[config.mk]
export PLATFORM = sky130hd
export DESIGN_NAME = branch_decide
export DESIGN_NICKNAME = d
export VERILOG_FILES = /design/src/rtl/brdec_pkg.sv /design/src/rtl/cond_eval.sv /design/src/rtl/seq_addr.sv /design/src/rtl/page_target.sv /design/src/rtl/branch_decide.sv
export SDC_FILE = /design/constraint.sdc
export NUM_CORES = 1
export LEC_CHECK = 0
export ABC_AREA = 1
export BUFFER_PORTS_ARGS = -buffer_cell sky130_fd_sc_hd__clkbuf_2
export CAP_MARGIN = 20
export CELL_PAD_IN_SITES_DETAIL_PLACEMENT = 2
export CELL_PAD_IN_SITES_GLOBAL_PLACEMENT = 2
export CORE_MARGIN = 3
export CORE_UTILIZATION = 15
export DETAILED_ROUTE_END_ITERATION = 8
export PLACE_DENSITY_LB_ADDON = 0.12
export SLEW_MARGIN = 5
export SYNTH_ARGS = -nofsm -noshare
export SYNTH_HDL_FRONTEND = slang
export SYNTH_SLANG_ARGS = --single-unit
[constraint.sdc]
create_clock -name vclk -period 1.35
set_input_delay 0 -clock vclk [all_inputs]
set_output_delay 0 -clock vclk [all_outputs]
set_load 0.1 [all_outputs]
[src/rtl/brdec_pkg.sv]
package brdec_pkg;

    localparam int ADDR_W = 12;
    localparam int OFS_W  = 8;
    localparam int STEP   = 2;
    localparam int NTEST  = 3;

    // Selector layout: the bit order is decoded by the instruction format.
    typedef struct packed {
        logic invert;
        logic on_acc_zero;
        logic on_carry;
        logic on_test_low;
    } cond_sel_t;

    typedef struct packed {
        logic acc_zero;
        logic carry;
        logic test_low;
    } flag_set_t;

    function automatic logic [NTEST-1:0] enables_of(cond_sel_t s);
        return {s.on_acc_zero, s.on_carry, s.on_test_low};
    endfunction

    function automatic logic [NTEST-1:0] levels_of(flag_set_t f);
        return {f.acc_zero, f.carry, f.test_low};
    endfunction

endpackage

[src/rtl/cond_eval.sv]
module cond_eval
    import brdec_pkg::*;
(
    input  cond_sel_t sel_i,
    input  flag_set_t flags_i,
    output logic      taken_o
);
    logic [NTEST-1:0] en;
    logic [NTEST-1:0] lvl;
    logic [NTEST-1:0] hit;
    logic             raw;

    assign en  = enables_of(sel_i);
    assign lvl = levels_of(flags_i);

    for (genvar g = 0; g < NTEST; g++) begin : g_hit
        assign hit[g] = en[g] & lvl[g];
    end

    assign raw     = |hit;
    assign taken_o = raw ^ sel_i.invert;
endmodule

[src/rtl/seq_addr.sv]
module seq_addr #(
    parameter int ADDR_W = brdec_pkg::ADDR_W,
    parameter int STEP   = brdec_pkg::STEP
) (
    input  logic [ADDR_W-1:0] addr_i,
    output logic [ADDR_W-1:0] seq_o
);
    localparam logic [ADDR_W-1:0] INC = ADDR_W'(STEP);
    assign seq_o = addr_i + INC;
endmodule

[src/rtl/page_target.sv]
module page_target #(
    parameter int ADDR_W = brdec_pkg::ADDR_W,
    parameter int OFS_W  = brdec_pkg::OFS_W
) (
    input  logic [ADDR_W-1:0] seq_i,
    input  logic [OFS_W-1:0]  ofs_i,
    output logic [ADDR_W-1:0] tgt_o
);
    localparam int PAGE_W = ADDR_W - OFS_W;
    logic [PAGE_W-1:0] page;

    assign page  = seq_i[ADDR_W-1:OFS_W];
    assign tgt_o = {page, ofs_i};
endmodule

[src/rtl/branch_decide.sv]
module branch_decide
    import brdec_pkg::*;
#(
    parameter int AW = brdec_pkg::ADDR_W,
    parameter int OW = brdec_pkg::OFS_W
) (
    input  logic [3:0]    cond_i,
    input  logic          acc_zero_i,
    input  logic          carry_i,
    input  logic          test_i,
    input  logic [AW-1:0] instr_addr_i,
    input  logic [OW-1:0] target_i,
    output logic          taken_o,
    output logic [AW-1:0] next_addr_o
);
    cond_sel_t     sel;
    flag_set_t     flags;
    logic          take;
    logic [AW-1:0] seq;
    logic [AW-1:0] jump_addr;

    assign sel   = cond_sel_t'(cond_i);
    assign flags = '{acc_zero: acc_zero_i, carry: carry_i, test_low: ~test_i};

    cond_eval u_eval (
        .sel_i   (sel),
        .flags_i (flags),
        .taken_o (take)
    );

    seq_addr #(.ADDR_W(AW), .STEP(STEP)) u_seq (
        .addr_i (instr_addr_i),
        .seq_o  (seq)
    );

    page_target #(.ADDR_W(AW), .OFS_W(OW)) u_tgt (
        .seq_i (seq),
        .ofs_i (target_i),
        .tgt_o (jump_addr)
    );

    assign taken_o     = take;
    assign next_addr_o = take ? jump_addr : seq;
endmodule

==> results of run 1 <==
[worst max-delay path, delay by kind of cell]
family	cells	cell delay, ns
adders and majority gates	1	0.18
buffers and inverters	2	0.31
xor gates and xnor gates	1	0.18
and+or+nand+nor	3	0.32
[worst paths after layout]
kind | to | depth (start not counted)
setup / recovery | next_addr_o[9] | 7
hold / removal | next_addr_o[1] | 4
[area by class of cell]
type | instances | area [um2] | area share
Tap cell | 28 | 35.0 | 0.0416
Inverter | 10 | 37.5 | 0.0446
Multi-Input combinational cell | 70 | 387 | 0.459
Timing Repair Buffer | 40 | 383 | 0.455
[power by group]
part	total, mW	internal (mW)	switching, mW
Combinational	0.644	0.214	0.430
Clock	0	0	0
Sequential	0	0	0
Total	0.644	0.214	0.430
[through the flow]
stage | std cells | setup TNS, ns
after floorplan | 80 | -0.00728
after global placement | 148 | 0
after detailed placement | 148 | 0
after CTS | 148 | 0
after global routing | 148 | 0
final | 148 | 0
[metal layers]
metal  share of wire  global-route usage  vias up
met5               0                   0        -
met4               0                   0        0
met3           0.059              0.0138        0
met2            0.54               0.228       20
met1            0.40               0.143      293
li1                -                   -      328
[cells in the mapped netlist]
cell type / number
ha_1: 1
inv_1: 10
nand2_1: 43
nand2_2: 3
nand2_4: 1
nand3_1: 3
nand3_2: 1
nand3b_1: 2
nand4_1: 2
nor2_1: 4
nor2_2: 1
nor2_4: 1
nor3_1: 1
o21ai_0: 3
xnor2_1: 2
xor2_1: 2
[cell families (layout without fill, tap and decap cells)]
| logic type | count (synthesis) | count (layout) | synth area share |
|---|---|---|---|
| xor+xnor | 4 | 4 | 0.0918 |
| compound gates | 3 | 3 | 0.0393 |
| buf+inv | 10 | 50 | 0.0984 |
| simple gates | 62 | 62 | 0.738 |
| fa+ha+maj | 1 | 1 | 0.0328 |
==> out/metrics.cfg, run 1 <==
[status]
run_status = completed

[sta]
rsz0062_at_grt = no
setup_viol = 0
fin_ws_ns = 0.353
final_hold_viol_count = 0
worst_pin_slew_ns = 0.274
post-route-period-util = 0.738
slew_viol_final = 0
fin_hold_ws_ns = 0.368
relSlewSlack = 0.816
max_freq_mhz = 1000
min_period_ns = 0.997

[setup_path]
crit_slowest_cell = buf_12
cp-end-kind = output port
crit_start = instr_addr_i[1]
crit_fanout = 4
required_ns = 1.35
setup.worst_path.start_class = primary input
crit_chain = clkbuf_2 > ha_1 > nand2_2 > nor2_4 > nand2_2 > xnor2_2 > buf_12
path_common_cell = nand2_2
crit_path_max_incr_delay_ns = 0.20
cp_data_arrival_time_ns = 1.00
path_class = primary input to output port

[worst_hold_path]
hold_path_class = primary input to output port
hp-start = target_i[1]

[die]
ios = 40
initial_core_util = 0.165
core_mm2 = 0.00232
die_area_mm2 = 0.00319
num_rows = 17
die_h_um = 56.4
die_w_um = 56.4

[detailed_routing]
vias_per_cell = 4.33
drt_first_pass_iters = 2
wire_per_inst_um = 11.4
antenna_left = 0
drt_iter0_drc = 8
vias = 641
drc = 0
wirelength_um = 1690

[logic_synthesis]
synth_top_area_cell = nand2_1
yosys_warnings = 0
avgSynthCellArea_um2 = 4.77
yosysTopAreaCellShare = 0.423
yosys.cell_types.count = 16
syn-num-nets = 108
syn_area_um2 = 382
synthCells = 80
synth-seq-area-share = 0
ys_top_cells_by_area = nand2_1 42%, inv_1 9.8%, nand2_2 4.9%

[grt]
grt.overflow.total = 0
antenna_found_initial = 0
grt_util_all_layers = 0.117
grt_pass1_vias = 711
grt_pass1_wl_um = 3170
grt_max_degree = 10

[layout]
nFlopsAndLatches = 0
nets = 150
utilization = 0.363
clock_buffers = 0
postLayoutCellArea_um2 = 842
final_common_cell = nand2_1
drive_above_1_share = 0.483
register_area_um2 = 0
nFillCells = 305
mostFrequentLayoutCells = 35 x nand2_1, 27 x clkbuf_2, 12 x buf_12
diodes = 0
area_delta_synth_final_pct = 121

[placement]
pre_cts_slack_ns = 0.327
postPlaceCellArea_um2 = 842
gp_congestion = 0.716
io_buffers = 40
dp_hpwl_um = 1580

[pwr]
vdd_ir_drop_max_uv = 409
powerDensity_mw_per_mm2 = 765
total_power_mw = 0.644
p_leak_nw = 0.475

[clock_network]
ctsResizeCount = 0
hold_buffers = 0
cts_setup_buffers = 0

[run]
maxCapViolCount = 0

(Power assumes the default switching activity.)
==> run 2, diff against run 1 <==
CORE_UTILIZATION = 13   (was 15)
clock period = 0.85 ns   (was 1.35 ns; I/O delays follow)
==> run 2 against run 1 <==
  * The flow now finishes with violations (setup timing)
  * Routed wire length grew 48%
  * Setup slack lost 0.46 ns
  * Die area grew 14%
  * Sequential share of layout area is the same
  * Global-route usage grew 3.0 points
  * Non-clock buffer count grew 9
  * Cell count grew 8.8%
  * Core utilization grew 15 points
  * Critical path depth grew 2
  * Final area grew 70%
  * Largest cell class unchanged
  * Largest power group unchanged
==> out/metrics.cfg, run 2 (synthesized netlist as in run 1, its figures left out) <==
[status]
run_status = finished, violations left
violations = setup timing

[pwr]
internal_power_mw = 0.542
clkPwrFrac = 0
p_comb_frac = 1.000
p_leak_nw = 0.693
power_switching_mw = 0.896
swShare = 0.623
seqPwrFrac = 0
vdd_ir_drop_max_uv = 680
powerDensity_mw_per_mm2 = 1000

[placement]
io_buffers = 40
dp_hpwl_um = 1830
dp.cells = 158
gp_congestion = 0.689

[grt]
antenna_found_initial = 0
grt_pass1_vias = 821
grt_max_degree = 9
grt_pass1_wl_um = 4000
grt_util_all_layers = 0.147
grt.overflow.total = 0

[setup_path]
cp-end-kind = output port
cp_data_arrival_time_ns = 0.95
crit_chain = clkbuf_16 > ha_4 > nand2_4 > nor2_4 > nand2_1 > nand2_1 > nand2_2 > nand2_8 > buf_12
crit_path_max_incr_delay_ns = 0.16
crit_fanout = 4
required_ns = 0.85
setup.worst_path.start_class = primary input
path_common_cell = nand2_1
crit_slowest_cell = buf_12
path_class = primary input to output port

[detailed_routing]
drc = 0
wirelength_um = 2500
drt_iter0_drc = 1
antenna_left = 0
wire_per_inst_um = 15.5
drt_first_pass_iters = 2
vias_per_cell = 4.41
vias = 710

[die]
die_w_um = 60.2
core_mm2 = 0.00278
initial_core_util = 0.137
die_area_mm2 = 0.00362
ios = 40
num_rows = 19
die_h_um = 60.2

[sta]
post-route-period-util = 1.12
fin_hold_ws_ns = 0.365
max_freq_mhz = 1050
relSlewSlack = 0.836
final_hold_viol_count = 0
worst_pin_slew_ns = 0.246
min_period_ns = 0.953
slew_viol_final = 0
rsz0062_at_grt = yes
setup_viol = 12
fin_ws_ns = -0.103

[clock_network]
hold_buffers = 0

[layout]
nFillCells = 284
area_delta_synth_final_pct = 275
final_cell_count_no_fill = 161
diodes = 0
mostFrequentLayoutCells = 18 x clkbuf_2, 17 x nand2_4, 14 x buf_12
nFlopsAndLatches = 0
final_common_cell = clkbuf_2
clock_buffers = 0
drive_above_1_share = 0.823
register_area_um2 = 0
nets = 160

[worst_hold_path]
hold_path_class = primary input to output port

[run]
maxCapViolCount = 0

-- run 2: worst max-delay path, delay by kind of cell --
kind	cells	cell delay [ns]
and+or+nand+nor	6	0.55
buffers and inverters	2	0.27
adders and majority gates	1	0.14
-- run 2: area by class of cell --
cell class / count / area (um2) / share of cell area
multi-input combinational: 71 / 802 / 0.560
tap: 31 / 38.8 / 0.0271
inverter: 10 / 40.0 / 0.0280
timing repair buffer: 49 / 551 / 0.385
-- run 2: repair_timing --
action,CTS,global route
cloned,1,0
endpoints found under the setup margin,13,13
pin swaps,16,4
buffers inserted,2,0
gates resized for setup,31,15
-- run 2: per-layer routing --
layer	GRT usage	part of all wire
met1	0.152	0.34
met2	0.321	0.61
met3	0.0151	0.047
met4	0	0
met5	0	0
-- run 2: power groups by stage --
stage / combinational (mW) / sequential (mW) / clock (mW)
after global routing: 1.49 / 0 / 0
after CTS: 1.42 / 0 / 0
after floorplan: 0.829 / 0 / 0
final: 1.44 / 0 / 0
after global placement: 1.28 / 0 / 0
after detailed placement: 1.31 / 0 / 0
-- run 2: stage by stage --
stage	instance area, um2	setup TNS, ns	power (mW)	setup WS [ns]	utilization
floorplan	731	-0.222	0.829	-0.139	-
global placement	1230	-1.21	1.28	-0.137	0.442
detailed placement	1230	-1.66	1.31	-0.171	0.442
CTS	1390	-0.760	1.42	-0.106	0.500
global route	1430	-1.37	1.49	-0.161	0.515
finish	1430	-0.701	1.44	-0.103	0.515
-- run 2: worst paths after layout --
kind / slack [ns] / depth (start not counted) / endpoint / startpoint
max: -0.10 / 9 / next_addr_o[7] / instr_addr_i[2]
min: 0.36 / 4 / next_addr_o[11] / instr_addr_i[11]
==> run 3, diff against run 2 <==
CORE_UTILIZATION = 16   (was 13)
SYNTH_HIERARCHICAL = 1   (was not set)
==> run 3 against run 2 <==
  * The flow still finishes with violations (setup timing)
  * Via count increased by 13%
  * Critical path depth unchanged
  * Die area increased by 12%
  * Highest routed layer unchanged
==> out/metrics.cfg, run 3 <==
[pwr]
vdd_ir_drop_max_uv = 524
p_leak_nw = 0.727
powerDensity_mw_per_mm2 = 1170

[logic_synthesis]
ys_top_cells_by_area = nand2_1 43%, buf_4 20%, inv_1 7.8%
synth_top_area_cell = nand2_1
yosys.cell_types.count = 13
yosysTopAreaCellShare = 0.432
synthCells = 109
avgSynthCellArea_um2 = 4.87
syn-num-nets = 137
synth-seq-area-share = 0
yosysMostFrequentCell = nand2_1
yosys_warnings = 6
syn_area_um2 = 531
yosys-top-cells-count = 61 x nand2_1, 14 x buf_4, 11 x inv_1

[grt]
grt.overflow.total = 0
grt_max_degree = 10
grt_pass1_vias = 913
grt_util_all_layers = 0.120
grt_pass1_wl_um = 4060
antenna_found_initial = 0

[placement]
dp.cells = 191
postPlaceCellArea_mm2 = 0.00135
gp_congestion = 0.716
dp_hpwl_um = 2090
pre_cts_slack_ns = -0.317
io_buffers = 40

[layout]
diodes = 0
nets = 179
clock_buffers = 0
area_delta_synth_final_pct = 193
register_area_um2 = 0
mostFrequentLayoutCells = 21 x clkbuf_2, 18 x nand2_8, 18 x nand2_2
nFlopsAndLatches = 0
drive_above_1_share = 0.752
final_cell_count_no_fill = 193
postLayoutCellArea_mm2 = 0.00155
nFillCells = 339
final_common_cell = clkbuf_2

[setup_path]
path_delay_family = simple AND/OR/NAND/NOR gates
cp.buffers_inverters = 4
cp_data_arrival_time_ns = 1.08
setup.worst_path.start_class = primary input
path_class = primary input to output port
path_common_cell = nand2_8
crit_chain = buf_8 > nand2_8 > nand4_1 > nand2_8 > inv_8 > clkbuf_16 > nand2_4 > nand2_8 > buf_12
crit_path_max_incr_delay_ns = 0.22
crit_slowest_cell = nand4_1
cp-end-kind = output port
required_ns = 0.85
crit_fanout = 5

[sta]
min_period_ns = 1.08
rsz0062_at_grt = yes
post-route-period-util = 1.27
worst_pin_slew_ns = 0.273
relSlewSlack = 0.818
slew_viol_final = 0
setup_viol = 12
final_hold_viol_count = 0
fin_ws_ns = -0.231
max_freq_mhz = 925

[detailed_routing]
drt_first_pass_iters = 3
wire_per_inst_um = 14.3
vias = 801
drt_iter0_drc = 5
drc = 0
antenna_left = 0
vias_per_cell = 4.15
wirelength_um = 2760

[status]
run_status = finished, violations left
violations = setup timing

[die]
core_mm2 = 0.00310
die_w_um = 63.6
num_rows = 20
initial_core_util = 0.171
die_h_um = 63.6
die_area_mm2 = 0.00404
ios = 40

[clock_network]
hold_buffers = 0

[worst_hold_path]
hold_path_class = primary input to output port

[run]
maxCapViolCount = 0

## run 3: path summary, 6_finish.rpt
kind                   startpoint             end  slack, ns  cells after the start
worst min-delay path  target_i[1]  next_addr_o[1]       0.40                      4
worst max-delay path    cond_i[1]  next_addr_o[7]      -0.23                      9
## run 3: per-stage QoR
stage,total power [mW],util,hold WS [ns],TNS (ns)
after floorplan,1.15,-,0.255,-1.15
after global placement,1.64,0.436,0.389,-2.84
after detailed placement,1.67,0.436,0.395,-3.13
after CTS,1.73,0.469,0.395,-2.67
after global routing,1.89,0.500,0.409,-3.18
final,1.81,0.500,0.395,-2.48
## run 3: cells by family (layout without fill, tap and decap cells)
| family | after synthesis | count (layout) | share of synthesized area |
|---|---|---|---|
| buf+inv | 27 | 67 | 0.304 |
| xor+xnor | 3 | 3 | 0.0495 |
| compound gates | 1 | 1 | 0.00942 |
| fa+ha+maj | 1 | 1 | 0.0236 |
| simple gates | 77 | 77 | 0.613 |
## run 3: layer usage
metal	vias to the layer above	GRT usage	share of wire
met3	0	0.0107	0.030
met5	-	0	0
met1	388	0.135	0.36
li1	392	-	-
met2	21	0.248	0.61
met4	0	0.0108	0
## run 3: cell type report
type	count	area [um2]	area share
multi-input cells	82	822	0.529
inverters	12	55.1	0.0355
repair buffers	55	621	0.400
well taps	44	55.1	0.0355
## run 3: worst min-delay path, delay by kind of cell
kind	cells	cell delay, ns
buffers and inverters	2	0.24
and+or+nand+nor	2	0.15
## run 3: where the power goes
| part | switching, mW | total, mW | internal [mW] | leakage, nW |
|---|---|---|---|---|
| logic | 1.10 | 1.81 | 0.707 | 0.727 |
| registers | 0 | 0 | 0 | 0 |
| clock network | 0 | 0 | 0 | 0 |
| total | 1.10 | 1.81 | 0.707 | 0.727 |
## run 3: what timing repair did
action | CTS | global route
pin swaps | 11 | 7
gates resized for setup | 18 | 20
setup endpoints to repair | 13 | 13
cloned | 0 | 1
buffers inserted | 1 | 0
